==> config.mk <==
export PLATFORM = sky130hd
export DESIGN_NAME = hovr_hist_mgr
export DESIGN_NICKNAME = d
export VERILOG_FILES = /design/src/rtl/hovr_pkg.sv /design/src/rtl/hovr_acc.sv /design/src/rtl/hovr_build_fsm.sv /design/src/rtl/hovr_hour_cnt.sv /design/src/rtl/hovr_hist_mgr.sv
export SDC_FILE = /design/constraint.sdc
export NUM_CORES = 1
export LEC_CHECK = 0
export BUFFER_PORTS_ARGS = -buffer_cell sky130_fd_sc_hd__buf_2
export CAP_MARGIN = 20
export CELL_PAD_IN_SITES_DETAIL_PLACEMENT = 0
export CELL_PAD_IN_SITES_GLOBAL_PLACEMENT = 2
export CORE_MARGIN = 3
export CORE_UTILIZATION = 32
export DETAILED_ROUTE_END_ITERATION = 6
export HOLD_SLACK_MARGIN = 0.02
export PLACE_DENSITY = 0.83
export SYNTH_ARGS = -nofsm -noshare
export SYNTH_HDL_FRONTEND = slang
export SYNTH_SLANG_ARGS = --single-unit
==> constraint.sdc <==
create_clock -name clk -period 3.97 [get_ports clk]
set_clock_uncertainty 0.05 [all_clocks]
set_input_delay 0.397 -clock clk [delete_from_list [all_inputs] [get_ports clk]]
set_output_delay 0.397 -clock clk [all_outputs]
set_load 0.01 [all_outputs]
==> src/rtl/hovr_pkg.sv <==
package hovr_pkg;

    typedef enum logic [1:0] {
        BS_IDLE  = 2'd0,
        BS_BUILD = 2'd1,
        BS_TRACK = 2'd2
    } bstate_e;

    typedef enum logic [1:0] {
        HC_NONE    = 2'b00,
        HC_SAVE    = 2'b01,
        HC_RESTORE = 2'b10,
        HC_FLUSH   = 2'b11
    } hcmd_e;

    localparam logic [1:0] MODE_HOLD = 2'b10;

endpackage

==> src/rtl/hovr_acc.sv <==
module hovr_acc #(
    parameter int W        = 16,
    parameter int AVG_SHIFT = 3
) (
    input  logic         clk,
    input  logic         rst_n,
    input  logic         clear_i,
    input  logic         upd_i,
    input  logic [W-1:0] sample_i,
    output logic [W-1:0] acc_o,
    output logic         has_o
);

    logic [W-1:0]      acc_q;
    logic              has_q;
    logic signed [W:0] diff;
    logic signed [W:0] step;
    logic signed [W:0] nxt;

    // Running average step in one extra bit of headroom
    always_comb begin
        diff = $signed({sample_i[W-1], sample_i}) - $signed({acc_q[W-1], acc_q});
        step = diff >>> AVG_SHIFT;
        nxt  = $signed({acc_q[W-1], acc_q}) + step;
    end

    always_ff @(posedge clk) begin
        if (!rst_n) begin
            acc_q <= '0;
            has_q <= 1'b0;
        end else if (clear_i) begin
            acc_q <= '0;
            has_q <= 1'b0;
        end else if (upd_i) begin
            acc_q <= has_q ? nxt[W-1:0] : sample_i;
            has_q <= 1'b1;
        end
    end

    assign acc_o = acc_q;
    assign has_o = has_q;

    // The average lies between old value and sample, so it never leaves W bits
    AST_AVG_NO_OVF: assert property (@(posedge clk) disable iff (!rst_n)
        (upd_i && has_q) |-> (nxt[W] == nxt[W-1]));

endmodule

==> src/rtl/hovr_build_fsm.sv <==
module hovr_build_fsm
    import hovr_pkg::*;
#(
    parameter int BUILD_TICKS = 900
) (
    input  logic    clk,
    input  logic    rst_n,
    input  logic    restart_i,
    input  logic    locked_i,
    input  logic    sample_vld_i,
    input  logic    tick_i,
    output bstate_e state_o,
    output logic    done_o
);

    localparam int CNT_W = $clog2(BUILD_TICKS + 1);
    localparam logic [CNT_W-1:0] LAST_TICK = CNT_W'(BUILD_TICKS - 1);

    bstate_e          state_q, state_d;
    logic [CNT_W-1:0] cnt_q, cnt_d;
    logic             cnt_step;

    // State register
    always_ff @(posedge clk) begin
        if (!rst_n) begin
            state_q <= BS_IDLE;
            cnt_q   <= '0;
        end else begin
            state_q <= state_d;
            cnt_q   <= cnt_d;
        end
    end

    // Next state and outputs
    always_comb begin
        state_d  = state_q;
        cnt_d    = cnt_q;
        done_o   = 1'b0;
        cnt_step = locked_i && tick_i;
        if (restart_i) begin
            state_d = BS_IDLE;
            cnt_d   = '0;
        end else begin
            unique case (state_q)
                BS_IDLE: begin
                    cnt_d = '0;
                    if (locked_i && sample_vld_i) begin
                        state_d = BS_BUILD;
                    end
                end
                BS_BUILD: begin
                    if (cnt_step) begin
                        if (cnt_q == LAST_TICK) begin
                            done_o  = 1'b1;
                            cnt_d   = '0;
                            state_d = BS_TRACK;
                        end else begin
                            cnt_d = cnt_q + 1'b1;
                        end
                    end
                end
                BS_TRACK: begin
                    cnt_d = '0;
                end
                default: begin
                    state_d = BS_IDLE;
                    cnt_d   = '0;
                end
            endcase
        end
    end

    assign state_o = state_q;

    AST_CNT_BOUND: assert property (@(posedge clk) disable iff (!rst_n)
        cnt_q <= LAST_TICK);

    AST_TRACK_HOLDS: assert property (@(posedge clk) disable iff (!rst_n)
        (state_q == BS_TRACK && !restart_i) |=> (state_q == BS_TRACK));

endmodule

==> src/rtl/hovr_hour_cnt.sv <==
module hovr_hour_cnt #(
    parameter int TICKS_PER_HOUR = 3600,
    parameter int HOURS_W        = 8
) (
    input  logic               clk,
    input  logic               rst_n,
    input  logic               in_hold_i,
    input  logic               tick_i,
    output logic [HOURS_W-1:0] hours_o
);

    localparam int TW = $clog2(TICKS_PER_HOUR + 1);
    localparam logic [TW-1:0]      LAST_T  = TW'(TICKS_PER_HOUR - 1);
    localparam logic [HOURS_W-1:0] HRS_MAX = '1;

    logic [TW-1:0]      tcnt_q;
    logic [HOURS_W-1:0] hrs_q;

    always_ff @(posedge clk) begin
        if (!rst_n) begin
            tcnt_q <= '0;
            hrs_q  <= '0;
        end else if (!in_hold_i) begin
            tcnt_q <= '0;
            hrs_q  <= '0;
        end else if (tick_i) begin
            if (tcnt_q == LAST_T) begin
                tcnt_q <= '0;
                if (hrs_q != HRS_MAX) begin
                    hrs_q <= hrs_q + 1'b1;
                end
            end else begin
                tcnt_q <= tcnt_q + 1'b1;
            end
        end
    end

    // Reads zero outside Hold Over without waiting for the register
    assign hours_o = in_hold_i ? hrs_q : '0;

    AST_HOURS_ZERO: assert property (@(posedge clk) disable iff (!rst_n)
        !in_hold_i |=> (hrs_q == '0));

    AST_HOURS_SAT: assert property (@(posedge clk) disable iff (!rst_n)
        (in_hold_i && hrs_q == HRS_MAX) |=> (!in_hold_i || hrs_q == HRS_MAX));

    AST_HOURS_MONO: assert property (@(posedge clk) disable iff (!rst_n)
        (in_hold_i && hrs_q != HRS_MAX) |=> (!in_hold_i || hrs_q >= $past(hrs_q)));

endmodule

==> src/rtl/hovr_hist_mgr.sv <==
module hovr_hist_mgr
    import hovr_pkg::*;
#(
    parameter int W              = 16,
    parameter int AVG_SHIFT      = 3,
    parameter int BUILD_TICKS    = 900,
    parameter int TICKS_PER_HOUR = 3600
) (
    input  logic         clk,
    input  logic         rst_n,
    input  logic         locked_i,
    input  logic         sample_vld_i,
    input  logic [W-1:0] sample_i,
    input  logic [1:0]   mode_i,
    input  logic         ref_switch_i,
    input  logic         policy_i,
    input  logic         cmd_we_i,
    input  logic [1:0]   cmd_i,
    input  logic         tick_i,
    output logic [W-1:0] active_hist_o,
    output logic         avail_o,
    output logic         built_o,
    output logic [1:0]   last_cmd_o,
    output logic [7:0]   hours_o
);

    localparam int HOURS_W = 8;

    logic         in_hold;
    logic         cmd_flush, cmd_restore, cmd_save;
    logic         sw_rebuild, do_clear, restart;
    logic         acc_upd, acc_has, build_done;
    logic [W-1:0] acc_val;
    bstate_e      bstate;

    logic [W-1:0] active_q, backup_q;
    logic         avail_q, bvalid_q;
    logic [1:0]   last_cmd_q;
    logic         track_now;

    // Command and switch decode; a command outranks a same-cycle switch
    always_comb begin
        in_hold     = (mode_i == MODE_HOLD);
        cmd_flush   = cmd_we_i && (cmd_i == HC_FLUSH);
        cmd_restore = cmd_we_i && (cmd_i == HC_RESTORE);
        cmd_save    = cmd_we_i && (cmd_i == HC_SAVE);
        sw_rebuild  = ref_switch_i && !policy_i && !cmd_flush && !cmd_restore;
        do_clear    = cmd_flush || sw_rebuild;
        restart     = do_clear || cmd_restore;
        acc_upd     = locked_i && sample_vld_i && !restart;
    end

    hovr_acc #(
        .W         (W),
        .AVG_SHIFT (AVG_SHIFT)
    ) u_acc (
        .clk      (clk),
        .rst_n    (rst_n),
        .clear_i  (restart),
        .upd_i    (acc_upd),
        .sample_i (sample_i),
        .acc_o    (acc_val),
        .has_o    (acc_has)
    );

    hovr_build_fsm #(
        .BUILD_TICKS (BUILD_TICKS)
    ) u_fsm (
        .clk          (clk),
        .rst_n        (rst_n),
        .restart_i    (restart),
        .locked_i     (locked_i),
        .sample_vld_i (sample_vld_i),
        .tick_i       (tick_i),
        .state_o      (bstate),
        .done_o       (build_done)
    );

    hovr_hour_cnt #(
        .TICKS_PER_HOUR (TICKS_PER_HOUR),
        .HOURS_W        (HOURS_W)
    ) u_hours (
        .clk       (clk),
        .rst_n     (rst_n),
        .in_hold_i (in_hold),
        .tick_i    (tick_i),
        .hours_o   (hours_o)
    );

    // Tracking is allowed only after the build and outside Hold Over
    always_comb begin
        track_now = 1'b0;
        unique case (bstate)
            BS_IDLE:  track_now = 1'b0;
            BS_BUILD: track_now = 1'b0;
            BS_TRACK: track_now = !in_hold;
            default:  track_now = 1'b0;
        endcase
    end

    // Active history and availability
    always_ff @(posedge clk) begin
        if (!rst_n) begin
            active_q <= '0;
            avail_q  <= 1'b0;
        end else if (do_clear) begin
            active_q <= '0;
            avail_q  <= 1'b0;
        end else if (cmd_restore) begin
            active_q <= backup_q;
            avail_q  <= bvalid_q;
        end else if (build_done) begin
            active_q <= acc_val;
            avail_q  <= 1'b1;
        end else if (track_now) begin
            active_q <= acc_val;
        end
    end

    // Backup store and command readback
    always_ff @(posedge clk) begin
        if (!rst_n) begin
            backup_q   <= '0;
            bvalid_q   <= 1'b0;
            last_cmd_q <= HC_NONE;
        end else begin
            if (cmd_save) begin
                backup_q <= active_q;
                bvalid_q <= avail_q;
            end
            if (cmd_we_i) begin
                last_cmd_q <= cmd_i;
            end
        end
    end

    assign active_hist_o = active_q;
    assign avail_o       = avail_q;
    assign built_o       = (bstate == BS_TRACK);
    assign last_cmd_o    = last_cmd_q;

    AST_BUILT_AVAIL: assert property (@(posedge clk) disable iff (!rst_n)
        built_o |-> avail_o);

    AST_BUILT_HAS_ACC: assert property (@(posedge clk) disable iff (!rst_n)
        built_o |-> acc_has);

    AST_HOLD_FREEZE: assert property (@(posedge clk) disable iff (!rst_n)
        (in_hold && !restart && !build_done) |=> $stable(active_q));

    AST_SAVE_COPY: assert property (@(posedge clk) disable iff (!rst_n)
        cmd_save |=> (backup_q == $past(active_q)));

    AST_RESTORE_UNBUILT: assert property (@(posedge clk) disable iff (!rst_n)
        cmd_restore |=> (!built_o && active_q == $past(backup_q)));

    AST_FLUSH_KEEPS_BACKUP: assert property (@(posedge clk) disable iff (!rst_n)
        cmd_flush |=> ($stable(backup_q) && active_q == '0 && !avail_q));

    AST_LAST_CMD: assert property (@(posedge clk) disable iff (!rst_n)
        cmd_we_i |=> (last_cmd_o == $past(cmd_i)));

    AST_SWITCH_KEEP: assert property (@(posedge clk) disable iff (!rst_n)
        (ref_switch_i && policy_i && !cmd_we_i && !in_hold && bstate == BS_TRACK)
        |=> built_o);

endmodule

==> results_dict.tcl, run 1 <==
set metrics [dict create \
    status "finished clean" \
    synth.cell_area_um2 5030 \
    root_buffer "clkbuf_16" \
    worst_r2r_path_depth 16 \
    fillers 1620 \
    design.final.nets 761 \
    antennaDiodeCount 0 \
    report.final.slew_viol_count 0 \
    tritoncts_num_sinks 85 \
    power_spent_charging_and_discharging_nets_mw 0.569 \
    grt_antenna_before_repair 0 \
    layout.core_utilization_pct 40.0 \
    synth_enable_flop_cells 0 \
    critical_path_cell_list "inv_2 -> ha_4 -> buf_4 -> a221o_1 -> a31oi_4 -> o21ai_1 -> a21oi_2 -> o21bai_1 -> xor2_1 -> ha_1 -> or2_2 -> a21oi_2 -> a21oi_2 -> o41ai_2 -> mux2_2 -> a311oi_2" \
    tritoncts "built" \
    layout.cell_area.non_filler_um2 6120 \
    route.detailed.drc 0 \
    initial_utilization_pct 32.8 \
    synth-warning-count 0 \
    rrSetupSlack_ns 0.13 \
    critPathCapture "u_acc.acc_o[14]" \
    endpoint_of_the_worst_register_to_register_path "u_acc.acc_o[14]" \
    routed_wl_um 13000 \
    internal_portion_of_total_power_mw 1.61 \
    floorplan_die_area_um2 17300 \
    syn_area_per_cell_um2 8.13 \
    drive_gt1_share_pct 19.0 \
    dpl_worst_slack_ns -0.114 \
    routedWlPerCell_um 14.3 \
    synthesis.instances 618 \
    route.vias.total 4481 \
    unrepaired_setup_endpoints_after_global_routing "true" \
    core_area_um2 15300 \
    critical_path_arrival_ns 4.03 \
    finalCriticalPeriod_ns 3.84 \
    power.ir.vdd_worst_uv 160 \
    register_bit_total_from_synthesis 85 \
    firstDrtPassIters 4 \
    switching_share_pct 26.1 \
    areaGrowthSynthToFinish_pct 21.8 \
    dpl.cell_count 893 \
    die-width_um 131 \
    grt_pass1_vias 4392 \
    gr-usage-all-layers_pct 15.0 \
    async_reset_ff_share_pct 0 \
    path_clk_slew_ns 0.06 \
    rd_place_congestion 0.771 \
    power-per-cell-area_nw_per_um2 355 \
    synth_top_flop_cell "dfxtp_1" \
    drt-vias-per-instance 4.92 \
    max_cap_check_violation_count 0 \
    postRouteAntennaNets 0 \
    share_clk_of_total_power_pct 40.3 \
    setup_slack_of_the_critical_path_after_layout_ns 0.134 \
    io_buffer_count 55 \
    setup.worst_path.start "u_acc.acc_o[5]" \
    regToRegStartpoint "u_acc.acc_o[5]" \
    hold_viol 0 \
    timing.critical_path.mode_cell "a21oi_2" \
    achievable-frequency_mhz 261 \
    setup_viol 0 \
    grt_max_degree 25 \
    ioPinCount 56 \
    hp-class "input pin to register" \
    postSynthNetCount 684 \
    grt_pass1_wl_um 21500 \
    synth.yosys.seq_area_share_pct 33.8 \
    cts_max_path_buffers 2 \
    worst_path_largest_cell_delay_ns 0.39 \
    startpoint_types "register" \
    tightestPinTransition_ns 1.02 \
    path_class "register to register" \
    worst-endpoint-required_ns 4.17 \
    crit_path_top_delay_cell "mux2_2" \
    die_height_um 131 \
    power.static_leakage_nw 2.45 \
    comb_power_share_pct 19.1 \
    end_kind "register" \
    cts_hold_buf 0 \
    grt-ovfl-total 0 \
    drtIter0Drc 191 \
    max-slew-margin-rel_pct 32.2 \
    fin_setup_tns_ns 0 \
    post-route-period-util_pct 96.6 \
    cts_max_level 3 \
    dp_hpwl_um 9960 \
    critical_path_peak_fanout 4 \
    worstSkewPairLatency_ns 0.34 \
    tritoncts.num_buffers 9 \
    netlist-cell-type-count 56 \
    floorplan.rows 45 \
    postPlaceCellArea_um2 5730 \
    fin_cells 910 \
    pwr-share-seq_pct 40.7 \
]
[cells by family (layout without fill, tap and decap cells)]
kind of cell / after synthesis / in the layout / share of synthesized area, %
adder cells (fa/ha/maj): 38 / 38 / 9.61
multiplexers: 13 / 13 / 2.64
flip-flops: 85 / 85 / 33.8
AND/OR/NAND/NOR: 244 / 244 / 22.0
AO/OA/AOI/OAI: 143 / 143 / 20.4
buffers and inverters: 50 / 131 / 3.76
XOR/XNOR: 45 / 45 / 7.84
[power groups by stage]
| stage | sequential (mW) | combinational (mW) | clock (mW) |
|---|---|---|---|
| after floorplan | 0.899 | 0.265 | 0 |
| after global placement | 0.902 | 0.392 | 0 |
| after detailed placement | 0.903 | 0.399 | 0 |
| after CTS | 0.884 | 0.402 | 0.901 |
| after global routing | 0.886 | 0.463 | 0.929 |
| final | 0.884 | 0.415 | 0.876 |
[worst max-delay path, delay by kind of cell, from the launching register on]
| kind | cells | cell delay [ns] |
|---|---|---|
| DFF | 1 | 0.32 |
| and+or+nand+nor | 1 | 0.30 |
| adders and majority gates | 2 | 0.49 |
| xor gates and xnor gates | 1 | 0.15 |
| buffers and inverters | 2 | 0.22 |
| muxes | 1 | 0.39 |
| AOI/OAI and AO/OA | 9 | 1.80 |
[synthesized netlist by cell type (11+ instances only)]
cell      count  area [µm²]
nand3_1      18        90.1
a311oi_1     20         175
xnor2_1      23         201
mux2i_1      11         110
nor2_1       72         270
a21boi_0     20         150
nand2_1      93         349
clkbuf_1     21        78.8
and2_1       12        75.1
ha_1         37         463
a21oi_1      32         160
o21ai_0      16        80.1
inv_1        27         101
dfxtp_1      85        1700
a21o_1       12        90.1
xor2_1       22         193
[worst min path at each step]
stage,from,end,depth (start not counted)
2_1_floorplan,u_fsm.state_o[1],u_fsm.state_o[0],1
3_3_place_gp,u_fsm.state_o[1],u_fsm.state_o[0],1
3_5_place_dp,u_fsm.state_o[1],u_fsm.state_o[0],1
4_1_cts,cmd_we_i,last_cmd_o[0],3
5_1_grt,locked_i,u_fsm.cnt_q[1],3
6_report,cmd_we_i,last_cmd_o[0],3
[cell type report]
type,instances,area [µm²],share of cell area [%]
tap,211,264,4.31
clock buffer,11,233,3.80
clock inverter,4,73.8,1.21
inverter,27,101,1.65
multi-input combinational,483,3220,52.5
timing repair buffer,89,531,8.66
sequential,85,1700,27.8
[through the flow]
step	hold WS, ns	total power [mW]
after detailed placement	0.404	1.30
after CTS	0.314	2.19
after global routing	0.352	2.28
final	0.330	2.18
after floorplan	0.375	1.16
after global placement	0.387	1.29
[sequential cells by signal (all words and copies together), names as in the netlist]
signal          flops
active_hist_o      16
backup_q           16
u_acc.acc_o        16
u_hours.tcnt_q     12
u_fsm.cnt_q        10
u_hours.hrs_q       8
last_cmd_o          2
u_fsm.state_o       2
avail_o             1
bvalid_q            1
u_acc.has_o         1
[routing by layer]
metal	global-route usage [%]	share of wire, %	vias up
met3	2.45	2.9	14
met2	24.5	45	65
met4	5.02	1.7	0
met1	20.2	51	2077
met5	0	0	-
li1	-	-	2325
[placed cells by master (no fill, tap or decap), drive strengths merged, types with 19 or more instances in the layout]
master and n:
dfxtp 85, a21boi 20, ha 37, a21oi 32, xnor2 23, buf 89, xor2 22, o21ai 19
a311oi 20, nor2 72, inv 27, nand2 93
[repair_timing]
item,CTS,global route
buffers inserted,0,2
setup endpoints to repair,2,4
resized for setup,2,15
pin swaps,2,17
endpoints found under the hold margin,0,0
Power figures use the tool's default switching activity.
==> run 2: changes to the inputs <==
==> constraint.sdc (replaced) <==
create_clock -name clk -period 3.97 [get_ports clk]
set_clock_uncertainty 0.05 [all_clocks]
set_input_delay 0.1985 -clock clk [delete_from_list [all_inputs] [get_ports clk]]
set_output_delay 0.1985 -clock clk [all_outputs]
set_load 0.01 [all_outputs]
==> results_dict.tcl, run 2 (synthesized netlist as in run 1, its figures left out) <==
set metrics [dict create \
    status "finished clean" \
    firstDrtPassIters 4 \
    ioPinCount 56 \
    end_kind "register" \
    initial_utilization_pct 32.8 \
    tritoncts.num_buffers 9 \
    rrSetupSlack_ns 0.14 \
    power_spent_charging_and_discharging_nets_mw 0.604 \
    core_area_um2 15300 \
    grt_antenna_before_repair 0 \
    grt-ovfl-total 0 \
    crit_path_top_delay_cell "mux2_2" \
    share_clk_of_total_power_pct 41.6 \
    worstHoldStart "cmd_we_i" \
    dp_hpwl_um 9800 \
    max-slew-margin-rel_pct 40.7 \
    power.static_leakage_nw 2.39 \
    layout.cell_area.non_filler_um2 6060 \
    floorplan_die_area_um2 17300 \
    routedWlPerCell_um 14.6 \
    postPlaceCellArea_um2 5630 \
    postRouteAntennaNets 0 \
    fin_setup_tns_ns 0 \
    pwr-share-seq_pct 40.1 \
    switching_share_pct 27.4 \
    route.vias.total 4490 \
    tritoncts "built" \
    drt-vias-per-instance 4.99 \
    io_buffer_count 55 \
    setup_viol 0 \
    max_cap_check_violation_count 0 \
    worst_path_largest_cell_delay_ns 0.38 \
    critical_path_cell_list "inv_1 -> ha_4 -> buf_4 -> a221o_1 -> a31oi_4 -> and2b_2 -> a21oi_2 -> xnor2_1 -> ha_1 -> a21o_1 -> a21o_1 -> a2bb2oi_2 -> a21oi_2 -> o41ai_2 -> mux2_2 -> a311oi_2" \
    grt_pass1_wl_um 21400 \
    report.final.slew_viol_count 0 \
    grt_pass1_vias 4308 \
    regToRegStartpoint "u_acc.acc_o[5]" \
    rd_place_congestion 0.823 \
    dpl.cell_count 880 \
    antennaDiodeCount 0 \
    cts_hold_buf 0 \
    worstSkewPairLatency_ns 0.34 \
    drive_gt1_share_pct 17.9 \
    post-route-period-util_pct 96.5 \
    critical_path_arrival_ns 4.03 \
    hold_path_end "last_cmd_o[0]" \
    path_class "register to register" \
    die_height_um 131 \
    floorplan.rows 45 \
    endpoint_of_the_worst_register_to_register_path "u_acc.acc_o[14]" \
    cts_max_path_buffers 2 \
    drtIter0Drc 171 \
    areaGrowthSynthToFinish_pct 20.5 \
    startpoint_types "register" \
    routed_wl_um 13200 \
    hp-class "input pin to register" \
    power.ir.vdd_worst_uv 188 \
    grt_max_degree 25 \
    cts_max_level 3 \
    layout_commonest_cell "nand2_1" \
    internal_portion_of_total_power_mw 1.60 \
    worst-endpoint-required_ns 4.17 \
    comb_power_share_pct 18.3 \
    fin_cells 899 \
    die-width_um 131 \
    critical_path_peak_fanout 4 \
    tightestPinTransition_ns 0.887 \
    worst_slack_on_hold_paths_ns 0.107 \
    route.detailed.drc 0 \
    design.final.nets 749 \
    achievable-frequency_mhz 261 \
    root_buffer "clkbuf_16" \
    path_clk_slew_ns 0.06 \
    worst_r2r_path_depth 16 \
    hold_viol 0 \
    tritoncts_num_sinks 85 \
    power-per-cell-area_nw_per_um2 364 \
    gr-usage-all-layers_pct 15.0 \
    holdPathStages 3 \
    commonest_non_fill_non_tap_cells_in_the_layout "nand2_1 (93), dfxtp_1 (83), nor2_1 (71)" \
    finalCriticalPeriod_ns 3.83 \
]
[run 2: repair_timing]
item                       4_1_cts  5_1_grt
buffers inserted                 1        2
setup endpoints to repair        3        4
pin swaps                        2       14
gates resized for setup          2       19
[run 2: worst max-delay path by stage]
| stage | slack [ns] | endpoint | start | cells past startpoint |
|---|---|---|---|---|
| 2_1_floorplan | 0.009 | u_acc.acc_o[14] | u_acc.acc_o[4] | 16 |
| 3_3_place_gp | -0.03 | u_acc.acc_o[15] | u_acc.acc_o[4] | 17 |
| 3_5_place_dp | -0.12 | u_acc.acc_o[15] | u_acc.acc_o[5] | 17 |
| 4_1_cts | 0.02 | u_acc.acc_o[15] | u_acc.acc_o[5] | 17 |
| 5_1_grt | -0.03 | u_acc.acc_o[14] | u_acc.acc_o[2] | 16 |
| 6_report | 0.14 | u_acc.acc_o[14] | u_acc.acc_o[5] | 16 |
[run 2: routing by layer]
| metal | vias up | GRT usage (%) | share of wire (%) |
|---|---|---|---|
| li1 | 2300 | - | - |
| met1 | 2080 | 20.5 | 50 |
| met2 | 88 | 23.3 | 44 |
| met3 | 22 | 1.95 | 3.7 |
| met4 | 0 | 7.64 | 2.5 |
| met5 | - | 0 | 0 |
[run 2: final cells by class]
type / count / area [µm²]
clock buffers: 11 / 233
fillers: 1600 / 9260
clock inverters: 5 / 83.8
repair buffers: 77 / 444
flip-flops and latches: 85 / 1700
multi-input cells: 483 / 3230
well taps: 211 / 264
inverters: 27 / 101
[run 2: stage by stage]
step	power (mW)	setup WS [ns]	utilization (%)
after floorplan	1.16	0.00885	-
after global placement	1.27	-0.0309	36.7
after detailed placement	1.28	-0.116	36.7
after CTS	2.21	0.0207	38.9
after global routing	2.30	-0.0261	39.6
final	2.20	0.140	39.6
[run 2: power groups by stage]
| stage | clock, mW | combinational [mW] | sequential (mW) |
|---|---|---|---|
| floorplan | 0 | 0.265 | 0.899 |
| global placement | 0 | 0.373 | 0.901 |
| detailed placement | 0 | 0.377 | 0.902 |
| CTS | 0.948 | 0.381 | 0.882 |
| global route | 0.971 | 0.446 | 0.884 |
| finish | 0.917 | 0.403 | 0.882 |
[run 2: critical path, delay by kind of cell, from the launching register on]
kind / cells / cell delay [ns]
XOR/XNOR: 1 / 0.14
AO/OA/AOI/OAI: 9 / 1.84
flip-flops: 1 / 0.32
multiplexers: 1 / 0.38
AND/OR/NAND/NOR: 1 / 0.27
adder cells (fa/ha/maj): 2 / 0.49
buffers and inverters: 2 / 0.23
